--- src/rtl/addsub_pkg.sv ---
package addsub_pkg;
  typedef enum logic [1:0] {
    MODE_ADD = 2'b00,
    MODE_INC = 2'b01,
    MODE_SUB = 2'b10,
    MODE_DEC = 2'b11
  } mode_e;
endpackage

--- src/rtl/fa_cell.sv ---
module fa_cell (
  input  logic x_i,
  input  logic y_i,
  input  logic ci_i,
  output logic s_o,
  output logic co_o
);
  logic p;
  assign p    = x_i ^ y_i;
  assign s_o  = p ^ ci_i;
  assign co_o = (x_i & y_i) | (p & ci_i);
endmodule

--- src/rtl/operand_sel.sv ---
module operand_sel #(
  parameter int unsigned WIDTH = 8
) (
  input  logic [WIDTH-1:0] a_i,
  input  logic             pick_one_i,
  input  logic             invert_i,
  output logic [WIDTH-1:0] op_o
);
  localparam logic [WIDTH-1:0] ONE = {{(WIDTH-1){1'b0}}, 1'b1};

  for (genvar i = 0; i < WIDTH; i++) begin : g_bit
    logic sel;
    assign sel     = pick_one_i ? ONE[i] : a_i[i];
    assign op_o[i] = sel ^ invert_i;
  end

  // a constant operand must not carry any bit of A
  always_comb begin
    if (pick_one_i) begin
      p_const_op_r2: assert ((op_o ^ {WIDTH{invert_i}}) == ONE)
        else $error("constant operand corrupted");
    end
  end
endmodule

--- src/rtl/ripple_chain.sv ---
module ripple_chain #(
  parameter int unsigned WIDTH = 8,
  parameter int unsigned NIB   = 4
) (
  input  logic [WIDTH-1:0] x_i,
  input  logic [WIDTH-1:0] y_i,
  input  logic             cin_i,
  output logic [WIDTH-1:0] sum_o,
  output logic             cout_o,
  output logic             cnib_o
);
  logic [WIDTH:0] carry;
  assign carry[0] = cin_i;

  for (genvar i = 0; i < WIDTH; i++) begin : g_stage
    fa_cell u_fa (
      .x_i (x_i[i]),
      .y_i (y_i[i]),
      .ci_i(carry[i]),
      .s_o (sum_o[i]),
      .co_o(carry[i+1])
    );
  end

  assign cout_o = carry[WIDTH];
  assign cnib_o = carry[NIB];

  // nibble carry against a wide add of the low bits
  always_comb begin
    p_nib_carry_r6: assert (cnib_o ==
      ((({1'b0, x_i[NIB-1:0]} + {1'b0, y_i[NIB-1:0]} + {{NIB{1'b0}}, cin_i}) >> NIB) != 0))
      else $error("nibble carry mismatch");
  end
endmodule

--- src/rtl/addsub_unit.sv ---
module addsub_unit
  import addsub_pkg::*;
#(
  parameter int unsigned WIDTH = 8,
  parameter int unsigned NIB   = 4
) (
  input  logic [WIDTH-1:0] a_i,
  input  logic [WIDTH-1:0] b_i,
  input  logic [1:0]       mode_i,
  output logic [WIDTH-1:0] result_o,
  output logic             c_o,
  output logic             dc_o
);
  logic [WIDTH-1:0] op;
  mode_e            mode;
  assign mode = mode_e'(mode_i);

  operand_sel #(.WIDTH(WIDTH)) u_sel (
    .a_i       (a_i),
    .pick_one_i(mode_i[0]),
    .invert_i  (mode_i[1]),
    .op_o      (op)
  );

  ripple_chain #(.WIDTH(WIDTH), .NIB(NIB)) u_chain (
    .x_i   (b_i),
    .y_i   (op),
    .cin_i (mode_i[1]),
    .sum_o (result_o),
    .cout_o(c_o),
    .cnib_o(dc_o)
  );

  localparam logic [WIDTH-1:0] ONE = {{(WIDTH-1){1'b0}}, 1'b1};

  always_comb begin
    unique case (mode)
      MODE_ADD: p_add_r1: assert ({c_o, result_o} == {1'b0, b_i} + {1'b0, a_i})
                  else $error("add mismatch");
      MODE_INC: p_inc_r2: assert ({c_o, result_o} == {1'b0, b_i} + {1'b0, ONE})
                  else $error("increment mismatch");
      MODE_SUB: begin
        p_sub_r3: assert (result_o == WIDTH'(b_i - a_i)) else $error("subtract mismatch");
        p_borrow_r5: assert (c_o == (b_i >= a_i)) else $error("borrow flag mismatch");
      end
      MODE_DEC: begin
        p_dec_r4: assert (result_o == WIDTH'(b_i - ONE)) else $error("decrement mismatch");
        p_dec_borrow_r5: assert (c_o == (b_i != '0)) else $error("decrement flag mismatch");
      end
      default: ;
    endcase
  end
endmodule

--- config.mk ---
export PLATFORM = sky130hd
export DESIGN_NAME = addsub_unit
export DESIGN_NICKNAME = d
export VERILOG_FILES = /design/src/rtl/addsub_pkg.sv /design/src/rtl/fa_cell.sv /design/src/rtl/operand_sel.sv /design/src/rtl/ripple_chain.sv /design/src/rtl/addsub_unit.sv
export SDC_FILE = /design/constraint.sdc
export NUM_CORES = 1
export LEC_CHECK = 0
export BUFFER_PORTS_ARGS = -buffer_cell sky130_fd_sc_hd__buf_2
export CORE_AREA = 2 2 39 41
export DETAILED_ROUTE_END_ITERATION = 10
export DIE_AREA = 0 0 41 43
export PLACE_DENSITY = 0.61
export SLEW_MARGIN = 20
export SYNTH_ARGS = -nofsm -noshare
export SYNTH_HDL_FRONTEND = slang
export SYNTH_SLANG_ARGS = --single-unit
--- constraint.sdc ---
create_clock -name vclk -period 8.43
set_input_delay 0.4215 -clock vclk [all_inputs]
set_output_delay 0.4215 -clock vclk [all_outputs]
set_load 0.01 [all_outputs]
Word-level counts from Yosys, hierarchy flattened. Cells that the tools add are included.

Bitwise operators: 48. Muxes and demuxes: 8.

Operators by type and width (number): 1-bit XOR (24); 1-bit bitwise AND (16); 1-bit 2-to-1 mux (8); 1-bit OR (8).

Output and inout bits: 10. Word-level logic and storage cells: 56. Flip-flop bits (word level): 0.

Longest topological paths before layout. Gate-level depths: netlist (run 1).

Depth in word-level cells: 19. Gate-level depth with buffers: 14.

Modules after synthesis. Synthesis (run 1) repeated with hierarchy kept, for this count alone.

Cell total of the unflattened synthesis: 25. Area total of the unflattened synthesis: 292.8 µm².

Modules (own cells, without submodules): fa_cell (instances 8, cells each 1, area each 20.0 µm²); operand_sel (instances 1, cells each 17, area each 132.6 µm²).

Worst setup path after synthesis (run 1). OpenSTA, ideal clock, no wires.

Path kind: input to output. Start: input mode_i[0]. End: output result_o[7]. Cell stages on the path: 14. Buffers on the path: 2. Data arrival time: 3388 ps. Path slack: 4621 ps. Data required time: 8009 ps. Cells stage by stage: buf_6 -> nor2b_1 -> xnor2_1 -> fa_1 -> fa_1 -> inv_1 -> fa_1 -> fa_1 -> inv_1 -> fa_1 -> fa_1 -> inv_1 -> fa_1 -> buf_4.

Longest elaborated chain between the ends: 18.

RTL lines: from (decl) (RTL line addsub_unit.sv:9) `input logic [1:0] mode_i,`; 1-bit 2-to-1 mux (RTL line operand_sel.sv:13) `assign sel = pick_one_i ? ONE[i] : a_i[i];`; 1-bit XOR (RTL line operand_sel.sv:14) `assign op_o[i] = sel ^ invert_i;`; 1-bit XOR (RTL line fa_cell.sv:9) `assign p = x_i ^ y_i;`; 1-bit bitwise AND (RTL line fa_cell.sv:11) `assign co_o = (x_i & y_i) | (p & ci_i);`; 1-bit OR (RTL line fa_cell.sv:11); 1-bit bitwise AND (RTL line fa_cell.sv:11); 1-bit OR (RTL line fa_cell.sv:11); 1-bit bitwise AND (RTL line fa_cell.sv:11); [3 not listed]; named net dc_o (RTL line addsub_unit.sv:12) `output logic dc_o`; 1-bit bitwise AND * (RTL line fa_cell.sv:11); 1-bit OR * (RTL line fa_cell.sv:11); 1-bit bitwise AND * (RTL line fa_cell.sv:11); 1-bit OR * (RTL line fa_cell.sv:11); 1-bit bitwise AND * (RTL line fa_cell.sv:11); 1-bit OR * (RTL line fa_cell.sv:11); 1-bit XOR * (RTL line fa_cell.sv:10) `assign s_o = p ^ ci_i;`; to (decl) (RTL line addsub_unit.sv:10) `output logic [WIDTH-1:0] result_o,`.

Mark *: on every way through the listed nets, which the timed path passes. The rest lies on a longest branch.

Worst setup path in the final report (run 1).
Start: input mode_i[0]. End: output result_o[7].

Longest elaborated chain between the ends: 18.

RTL lines (RTL line): 1-bit 2-to-1 mux (operand_sel.sv:13); 1-bit XOR (operand_sel.sv:14); 1-bit XOR (fa_cell.sv:9); 1-bit bitwise AND (fa_cell.sv:11); 1-bit OR (fa_cell.sv:11); 1-bit bitwise AND (fa_cell.sv:11); 1-bit OR (fa_cell.sv:11); 1-bit bitwise AND (fa_cell.sv:11); [2 not listed]; 1-bit OR (fa_cell.sv:11); 1-bit bitwise AND (fa_cell.sv:11); 1-bit OR (fa_cell.sv:11); 1-bit bitwise AND (fa_cell.sv:11); 1-bit OR (fa_cell.sv:11); 1-bit bitwise AND (fa_cell.sv:11); 1-bit OR (fa_cell.sv:11); 1-bit XOR * (fa_cell.sv:10).

Mark *: on every way between the ends. The rest lies on a longest branch, timed or not.

==> impl_metrics.env, run 1 <==
export IMPL_layout_drive_gt1_share_pct=44.6
export IMPL_hpwl_um=533
export IMPL_grt_max_degree=11
export IMPL_pre_cts_ws_ns=4.53
export IMPL_placeableCoreArea_mm2=0.00138
export IMPL_setup_tns_ns=0
export IMPL_peakVddDrop_uv=32.1
export IMPL_vias=285
export IMPL_antenna_found_initial=0
export IMPL_critical_path_required_ns=8.01
export IMPL_dr_pass1_iters=1
export IMPL_place_congestion=0.568
export IMPL_arrival_ns=3.45
export IMPL_initial_core_util_pct=28.3
export IMPL_ctsHoldBuffers=0
export IMPL_detail_route_iter0_violations=0
export IMPL_cts_resized=0
export IMPL_ys_seq_area_share_pct=0
export IMPL_via_per_inst=3.52
export IMPL_die_w_um=41
export IMPL_rsz0062_at_grt="no"
export IMPL_routed_wl_um=577
export IMPL_num_rows=14
export IMPL_cp_endpoint="result_o[7]"
export IMPL_hold_path_class="in2out"
export IMPL_final_area_um2=475
export IMPL_placed_area_um2=475
export IMPL_setup_viol=0
export IMPL_wl_per_cell_um=7.12
export IMPL_cts_setup_buffers=0
export IMPL_seqCellArea_um2=0
export IMPL_endpoint_kind="output pin"
export IMPL_crit_path_max_fanout=10
export IMPL_setup_slack_ns=4.56
export IMPL_status="complete, no violations"
export IMPL_fin_nets=92
export IMPL_grt_overflow_total=0
export IMPL_period_minus_slack_ns=3.87
export IMPL_synth_common_cells="11 x inv_1, 8 x buf_4, 7 x fa_1, 7 x xnor2_1, 4 x nor2b_1"
export IMPL_avgSynthCellArea_um2=8.33
export IMPL_finalPower_w=0.0000406
export IMPL_synth_distinct_cells=12
export IMPL_nFlopsAndLatches=0
export IMPL_ant_nets=0
export IMPL_die_area_mm2=0.00176
export IMPL_yosys_warnings=0
export IMPL_tightest_slew_ns=0.224
export IMPL_multi_input_area_um2=274
export IMPL_startpoint="mode_i[0]"
export IMPL_fin_crit_sh_pct=45.9
export IMPL_first_global_vias=231
export IMPL_port_buffers=28
export IMPL_grt_pass1_wl_um=924
export IMPL_p_per_area_mw_per_mm2=85.5
export IMPL_hold_viol=0
export IMPL_power_leakage_nw=0.258
export IMPL_diodes=0
export IMPL_syn_nets=72
export IMPL_timing_hold_ws_ns=1.19
export IMPL_yosysMostFrequentCell="inv_1"
export IMPL_grt_usage_pct=7.12
export IMPL_timing_worst_setup_path_type="in2out"
export IMPL_crit_path_start_kind="input port"
export IMPL_synthCells=47
export IMPL_yosysTopAreaCell="fa_1"
export IMPL_drv_cap=0
export IMPL_fillers=148
export IMPL_n_clock_buffer=0
export IMPL_synth_area_um2=392
export IMPL_dieHeight_um=43
export IMPL_synth_top_area_share_pct=35.8
export IMPL_syn_to_final_growth_pct=21.4
export IMPL_drcViolationCount=0
export IMPL_timing_fmax_ghz=0.258
export IMPL_worst_slew_margin_rel_pct=85.1
export IMPL_synthTopCellsByArea="fa_1 36%, xnor2_1 16%, buf_4 15%, inv_1 11%, nor2b_1 6.4%"
export IMPL_slew_violations=0
export IMPL_ioPinCount=28
[worst min path at each step]
stage | slack (ns) | depth (start not counted) | start | end
final | 1.19 | 4 | b_i[0] | result_o[0]
after global routing | 1.22 | 4 | b_i[0] | result_o[0]
after CTS | 1.17 | 4 | b_i[0] | result_o[0]
after detailed placement | 1.17 | 4 | b_i[0] | result_o[0]
after global placement | 1.15 | 4 | b_i[0] | result_o[0]
after floorplan | 1.04 | 1 | b_i[7] | c_o
[stage by stage]
step | utilization (%) | cells
detailed placement | 34.4 | 81
global route | 34.4 | 81
finish | 34.4 | 81
CTS | 34.4 | 81
global placement | 34.4 | 81
floorplan | - | 47
[power breakdown]
| part | total (W) | switching [W] | internal (W) |
|---|---|---|---|
| Sequential | 0 | 0 | 0 |
| Combinational | 0.0000406 | 0.0000213 | 0.0000193 |
| Clock | 0 | 0 | 0 |
| Total | 0.0000406 | 0.0000213 | 0.0000193 |
[cell families after synthesis]
family                   synth area share, %
adder cells (fa/ha/maj)                 35.8
XOR/XNOR                                15.7
AND/OR/NAND/NOR                         14.4
buffers and inverters                   30.0
AO/OA/AOI/OAI                           4.15
[area by class of cell]
type               count  share of cell area [%]
multi-input cells     26                    57.6
repair buffers        28                    29.5
well taps             16                    4.21
inverters             11                    8.68
[layout by cell type, fill, tap and decap left out]
cell      netlist  final
nor3_1          1      1
a21oi_2         1      1
nor2_1          2      2
buf_2           1     28
nor2b_1         4      4
nand2b_1        3      3
o21a_1          1      1
xnor2_1         7      7
fa_1            7      7
inv_1          11     11
[metal layers]
layer,vias up,GRT usage [%],part of all wire (%),wire (um)
li1,160,-,-,-
met1,111,10.6,41,237
met2,14,11.9,49,282
met3,0,0,9.7,56
met4,0,0,0,0
met5,-,0,0,0
[worst max-delay path, stage by stage]
cell and delay [ns]:
buf_2 0.15, nor2b_1 0.14, xnor2_1 0.09, fa_1 0.42, fa_1 0.36, inv_1 0.07, fa_1 0.21, fa_1 0.17
inv_1 0.05, fa_1 0.37, fa_1 0.37, inv_1 0.07, fa_1 0.39, buf_2 0.15
No activity file was read; power rests on OpenSTA's default activity.
==> inputs of run 2 (changes only) <==
Clock period 8.43 ns to 4 ns, I/O delays scaled along.
==> run 2 against run 1 <==
Effect of this change: largest power group unchanged; non-clock buffer count unchanged; critical path depth unchanged; total power is 120% higher; flip-flop and latch count unchanged; die area unchanged; combinational power rose by 120%; worst hold slack worse by 0.46 ns; worst setup slack worse by 4.0 ns; global-route usage is 1.3 points higher; via count increased by 9.1%; first-iteration DRC count did not move; design area is the same.
==> impl_metrics.env, run 2 (synthesis results as in run 1) <==
export IMPL_grt_max_degree=11
export IMPL_vias=311
export IMPL_tightest_slew_ns=0.205
export IMPL_detail_route_iter0_violations=0
export IMPL_p_per_area_mw_per_mm2=184
export IMPL_num_rows=14
export IMPL_final_area_um2=475
export IMPL_rsz0062_at_grt="no"
export IMPL_worst_slew_margin_rel_pct=86.3
export IMPL_cts_resized=0
export IMPL_drv_cap=0
export IMPL_cp_slowest_cell="fa_1"
export IMPL_die_area_mm2=0.00176
export IMPL_place_congestion=0.570
export IMPL_first_global_vias=317
export IMPL_via_per_inst=3.84
export IMPL_routed_wl_um=658
export IMPL_timing_fmax_ghz=0.288
export IMPL_nFlopsAndLatches=0
export IMPL_fin_nets=92
export IMPL_period_minus_slack_ns=3.47
export IMPL_crit_path_max_fanout=10
export IMPL_n_clock_buffer=0
export IMPL_status="complete, no violations"
export IMPL_dr_pass1_iters=1
export IMPL_grt_usage_pct=8.46
export IMPL_initial_core_util_pct=28.3
export IMPL_endpoint_kind="output pin"
export IMPL_dieHeight_um=43
export IMPL_hold_path_class="in2out"
export IMPL_port_buffers=28
export IMPL_setup_viol=0
export IMPL_met1_length_um=233
export IMPL_crit_path_start_kind="input port"
export IMPL_placed_area_um2=475
export IMPL_crit_chain="buf_2, nor2b_1, xnor2_1, fa_1, fa_1, inv_1, fa_1, fa_1, inv_1, fa_1, fa_1, inv_1, fa_1, buf_2"
export IMPL_crit_family="adder cells"
export IMPL_wl_met2_um=357
export IMPL_die_w_um=41
export IMPL_antenna_found_initial=0
export IMPL_layout_drive_gt1_share_pct=44.6
export IMPL_cts_setup_buffers=0
export IMPL_setup_tns_ns=0
export IMPL_ioPinCount=28
export IMPL_layout_commonest_cell="buf_2"
export IMPL_hpwl_um=648
export IMPL_diodes=0
export IMPL_final_cell_mix="28 x buf_2, 11 x inv_1, 7 x xnor2_1, 7 x fa_1, 4 x nor2b_1"
export IMPL_placeableCoreArea_mm2=0.00138
export IMPL_ant_nets=0
export IMPL_fin_crit_sh_pct=86.7
export IMPL_wl_per_cell_um=8.12
export IMPL_hold_viol=0
export IMPL_seqCellArea_um2=0
export IMPL_top_layer="met3"
export IMPL_critical_path_required_ns=3.80
export IMPL_cp_common_cell="fa_1"
export IMPL_grt_pass1_wl_um=1120
export IMPL_ctsHoldBuffers=0
export IMPL_arrival_ns=3.27
export IMPL_drcViolationCount=0
export IMPL_peakVddDrop_uv=72.4
export IMPL_power_leakage_nw=0.258
export IMPL_slew_violations=0
export IMPL_syn_to_final_growth_pct=21.4
export IMPL_grt_overflow_total=0
export IMPL_dr_wl_met3_um=67
export IMPL_path_buf_inv=5
export IMPL_slowest_delay_ns=0.42
export IMPL_timing_worst_setup_path_type="in2out"
[run 2: cell counts in the layout (fill, tap and decap cells not counted)]
Identical to the previous run, type by type.
[run 2: worst paths after layout]
check  cells after the start      start           to  slack, ns
max                       14  mode_i[0]  result_o[7]       0.53
min                        4     b_i[0]  result_o[0]       0.73
[run 2: where the power goes]
part,total (W),internal (W),switching (W)
combinational,0.0000877,0.0000417,0.0000460
sequential,0,0,0
clock,0,0,0
[run 2: final cells by class]
cell class | instances | area (um^2)
inverters | 11 | 41.3
fillers | 154 | 908
repair buffers | 28 | 140
multi-input cells | 26 | 274
well taps | 16 | 20.0
[run 2: worst min-delay path: cells and delay by family]
kind | cells | cell delay (ns)
buffers and inverters | 2 | 0.22
and+or+nand+nor | 2 | 0.11
[run 2: per-stage QoR]
stage / std cells / setup WS [ns] / hold slack, ns / power (W) / utilization (%)
after CTS: 81 / 0.494 / 0.727 / 0.0000903 / 34.4
after global routing: 81 / 0.336 / 0.754 / 0.000100 / 34.4
after floorplan: 47 / 0.634 / 0.595 / 0.0000839 / -
final: 81 / 0.531 / 0.727 / 0.0000877 / 34.4
after global placement: 81 / 0.601 / 0.722 / 0.0000868 / 34.4
after detailed placement: 81 / 0.495 / 0.722 / 0.0000902 / 34.4
[run 2: per-layer routing]
layer | vias to the layer above | GRT usage (%)
li1 | 160 | -
met3 | 0 | 0
met5 | - | 0
met4 | 0 | 0
met1 | 137 | 9.09
met2 | 14 | 17.5
==> inputs of run 3 (changes only) <==
Settings changed: PLACE_DENSITY 0.61 to not set, REMOVE_ABC_BUFFERS set to 1.
==> run 3 against run 2 <==
Effect of this change: first-iteration DRC count unchanged; combinational power down 0.7%; critical path depth unchanged; highest routed layer unchanged; total power down 0.63%; via count up 0.64%; worst setup slack better by 0.031 ns; maximum frequency up 0.90%; core utilization unchanged; flip-flop and latch count unchanged; clock-buffer cell count unchanged; sequential share of layout area unchanged; routed wire length down 8.5%.
==> impl_metrics.env, run 3 (synthesis results as in run 1) <==
export IMPL_power_leakage_nw=0.258
export IMPL_layout_drive_gt1_share_pct=44.6
export IMPL_slew_violations=0
export IMPL_setup_viol=0
export IMPL_min_path_cells=4
export IMPL_diodes=0
export IMPL_tightest_slew_ns=0.220
export IMPL_layout_commonest_cell="buf_2"
export IMPL_whs_endpoint="result_o[0]"
export IMPL_wl_per_cell_um=7.43
export IMPL_cts_resized=0
export IMPL_dieHeight_um=43
export IMPL_dr_pass1_iters=1
export IMPL_placeableCoreArea_mm2=0.00138
export IMPL_grt_overflow_total=0
export IMPL_grt_pass1_wl_um=876
export IMPL_seqCellArea_um2=0
export IMPL_worst_slew_margin_rel_pct=85.3
export IMPL_cp_slowest_cell="fa_1"
export IMPL_cp_depth=14
export IMPL_detail_route_iter0_violations=0
export IMPL_die_area_mm2=0.00176
export IMPL_crit_path_max_fanout=10
export IMPL_rsz0062_at_grt="no"
export IMPL_crit_path_start_kind="input port"
export IMPL_ctsHoldBuffers=0
export IMPL_ant_nets=0
export IMPL_crit_chain="buf_2, nor2b_1, xnor2_1, fa_1, fa_1, inv_1, fa_1, fa_1, inv_1, fa_1, fa_1, inv_1, fa_1, buf_2"
export IMPL_first_global_vias=241
export IMPL_place_congestion=0.627
export IMPL_period_minus_slack_ns=3.44
export IMPL_cp_common_cell="fa_1"
export IMPL_syn_to_final_growth_pct=21.4
export IMPL_via_per_inst=3.86
export IMPL_timing_fmax_ghz=0.291
export IMPL_timing_worst_setup_path_type="in2out"
export IMPL_hold_viol=0
export IMPL_path_buf_inv=5
export IMPL_crit_family="adder cells"
export IMPL_status="complete, no violations"
export IMPL_final_cell_mix="28 x buf_2, 11 x inv_1, 7 x xnor2_1, 7 x fa_1, 4 x nor2b_1"
export IMPL_grt_max_degree=11
export IMPL_slowest_delay_ns=0.41
export IMPL_vias=313
export IMPL_ioPinCount=28
export IMPL_die_w_um=41
export IMPL_antenna_found_initial=0
export IMPL_peakVddDrop_uv=50.2
export IMPL_grt_usage_pct=6.73
export IMPL_initial_core_util_pct=28.3
export IMPL_pre_cts_ws_ns=0.514
export IMPL_setup_tns_ns=0
export IMPL_fin_nets=92
export IMPL_num_rows=14
export IMPL_fillers=151
export IMPL_n_clock_buffer=0
export IMPL_critical_path_required_ns=3.80
export IMPL_setup_slack_ns=0.562
export IMPL_p_per_area_mw_per_mm2=183
export IMPL_cts_setup_buffers=0
export IMPL_routed_wl_um=602
export IMPL_nFlopsAndLatches=0
export IMPL_fin_crit_sh_pct=86.0
export IMPL_endpoint_kind="output pin"
export IMPL_drcViolationCount=0
export IMPL_hold_path_class="in2out"
export IMPL_drv_cap=0
export IMPL_worstHoldStart="b_i[0]"
export IMPL_hpwl_um=580
export IMPL_arrival_ns=3.24
export IMPL_port_buffers=28
[run 3: area by class of cell]
type	count	area, um^2	share of cell area (%)
repair buffers	28	140	29.5
multi-input cells	26	274	57.6
inverters	11	41.3	8.68
well taps	16	20.0	4.21
[run 3: how the worst max path moves through the flow]
stage                     startpoint          end  slack (ns)
after floorplan               a_i[1]  result_o[7]        0.81
after detailed placement   mode_i[0]  result_o[7]        0.51
after global routing       mode_i[0]  result_o[7]        0.34
final                      mode_i[0]  result_o[7]        0.56
after global placement     mode_i[0]  result_o[7]        0.55
after CTS                  mode_i[0]  result_o[7]        0.51
[run 3: power breakdown]
part | switching (W) | internal (W) | leakage [nW]
Sequential | 0 | 0 | 0
Combinational | 0.0000459 | 0.0000413 | 0.258
Clock | 0 | 0 | 0
[run 3: stage by stage]
| step | cell area (um^2) | instances | hold WS (ns) | power [W] | util [%] |
|---|---|---|---|---|---|
| 2_1_floorplan | 315 | 37 | 0.583 | 0.0000549 | - |
| 3_3_place_gp | 475 | 81 | 0.719 | 0.0000872 | 34.4 |
| 3_5_place_dp | 475 | 81 | 0.733 | 0.0000900 | 34.4 |
| 4_1_cts | 475 | 81 | 0.735 | 0.0000903 | 34.4 |
| 5_1_grt | 475 | 81 | 0.797 | 0.000102 | 34.4 |
| 6_report | 475 | 81 | 0.733 | 0.0000871 | 34.4 |
[run 3: per-layer routing]
metal  share of wire (%)  track usage, %  wire length [um]  vias to the layer above
li1                    -               -                 -                      159
met1                  36            9.03               217                      137
met2                  51            12.2               307                       17
met3                  13               0                77                        0
met4                   0               0                 0                        0
met5                   0               0                 0                        -
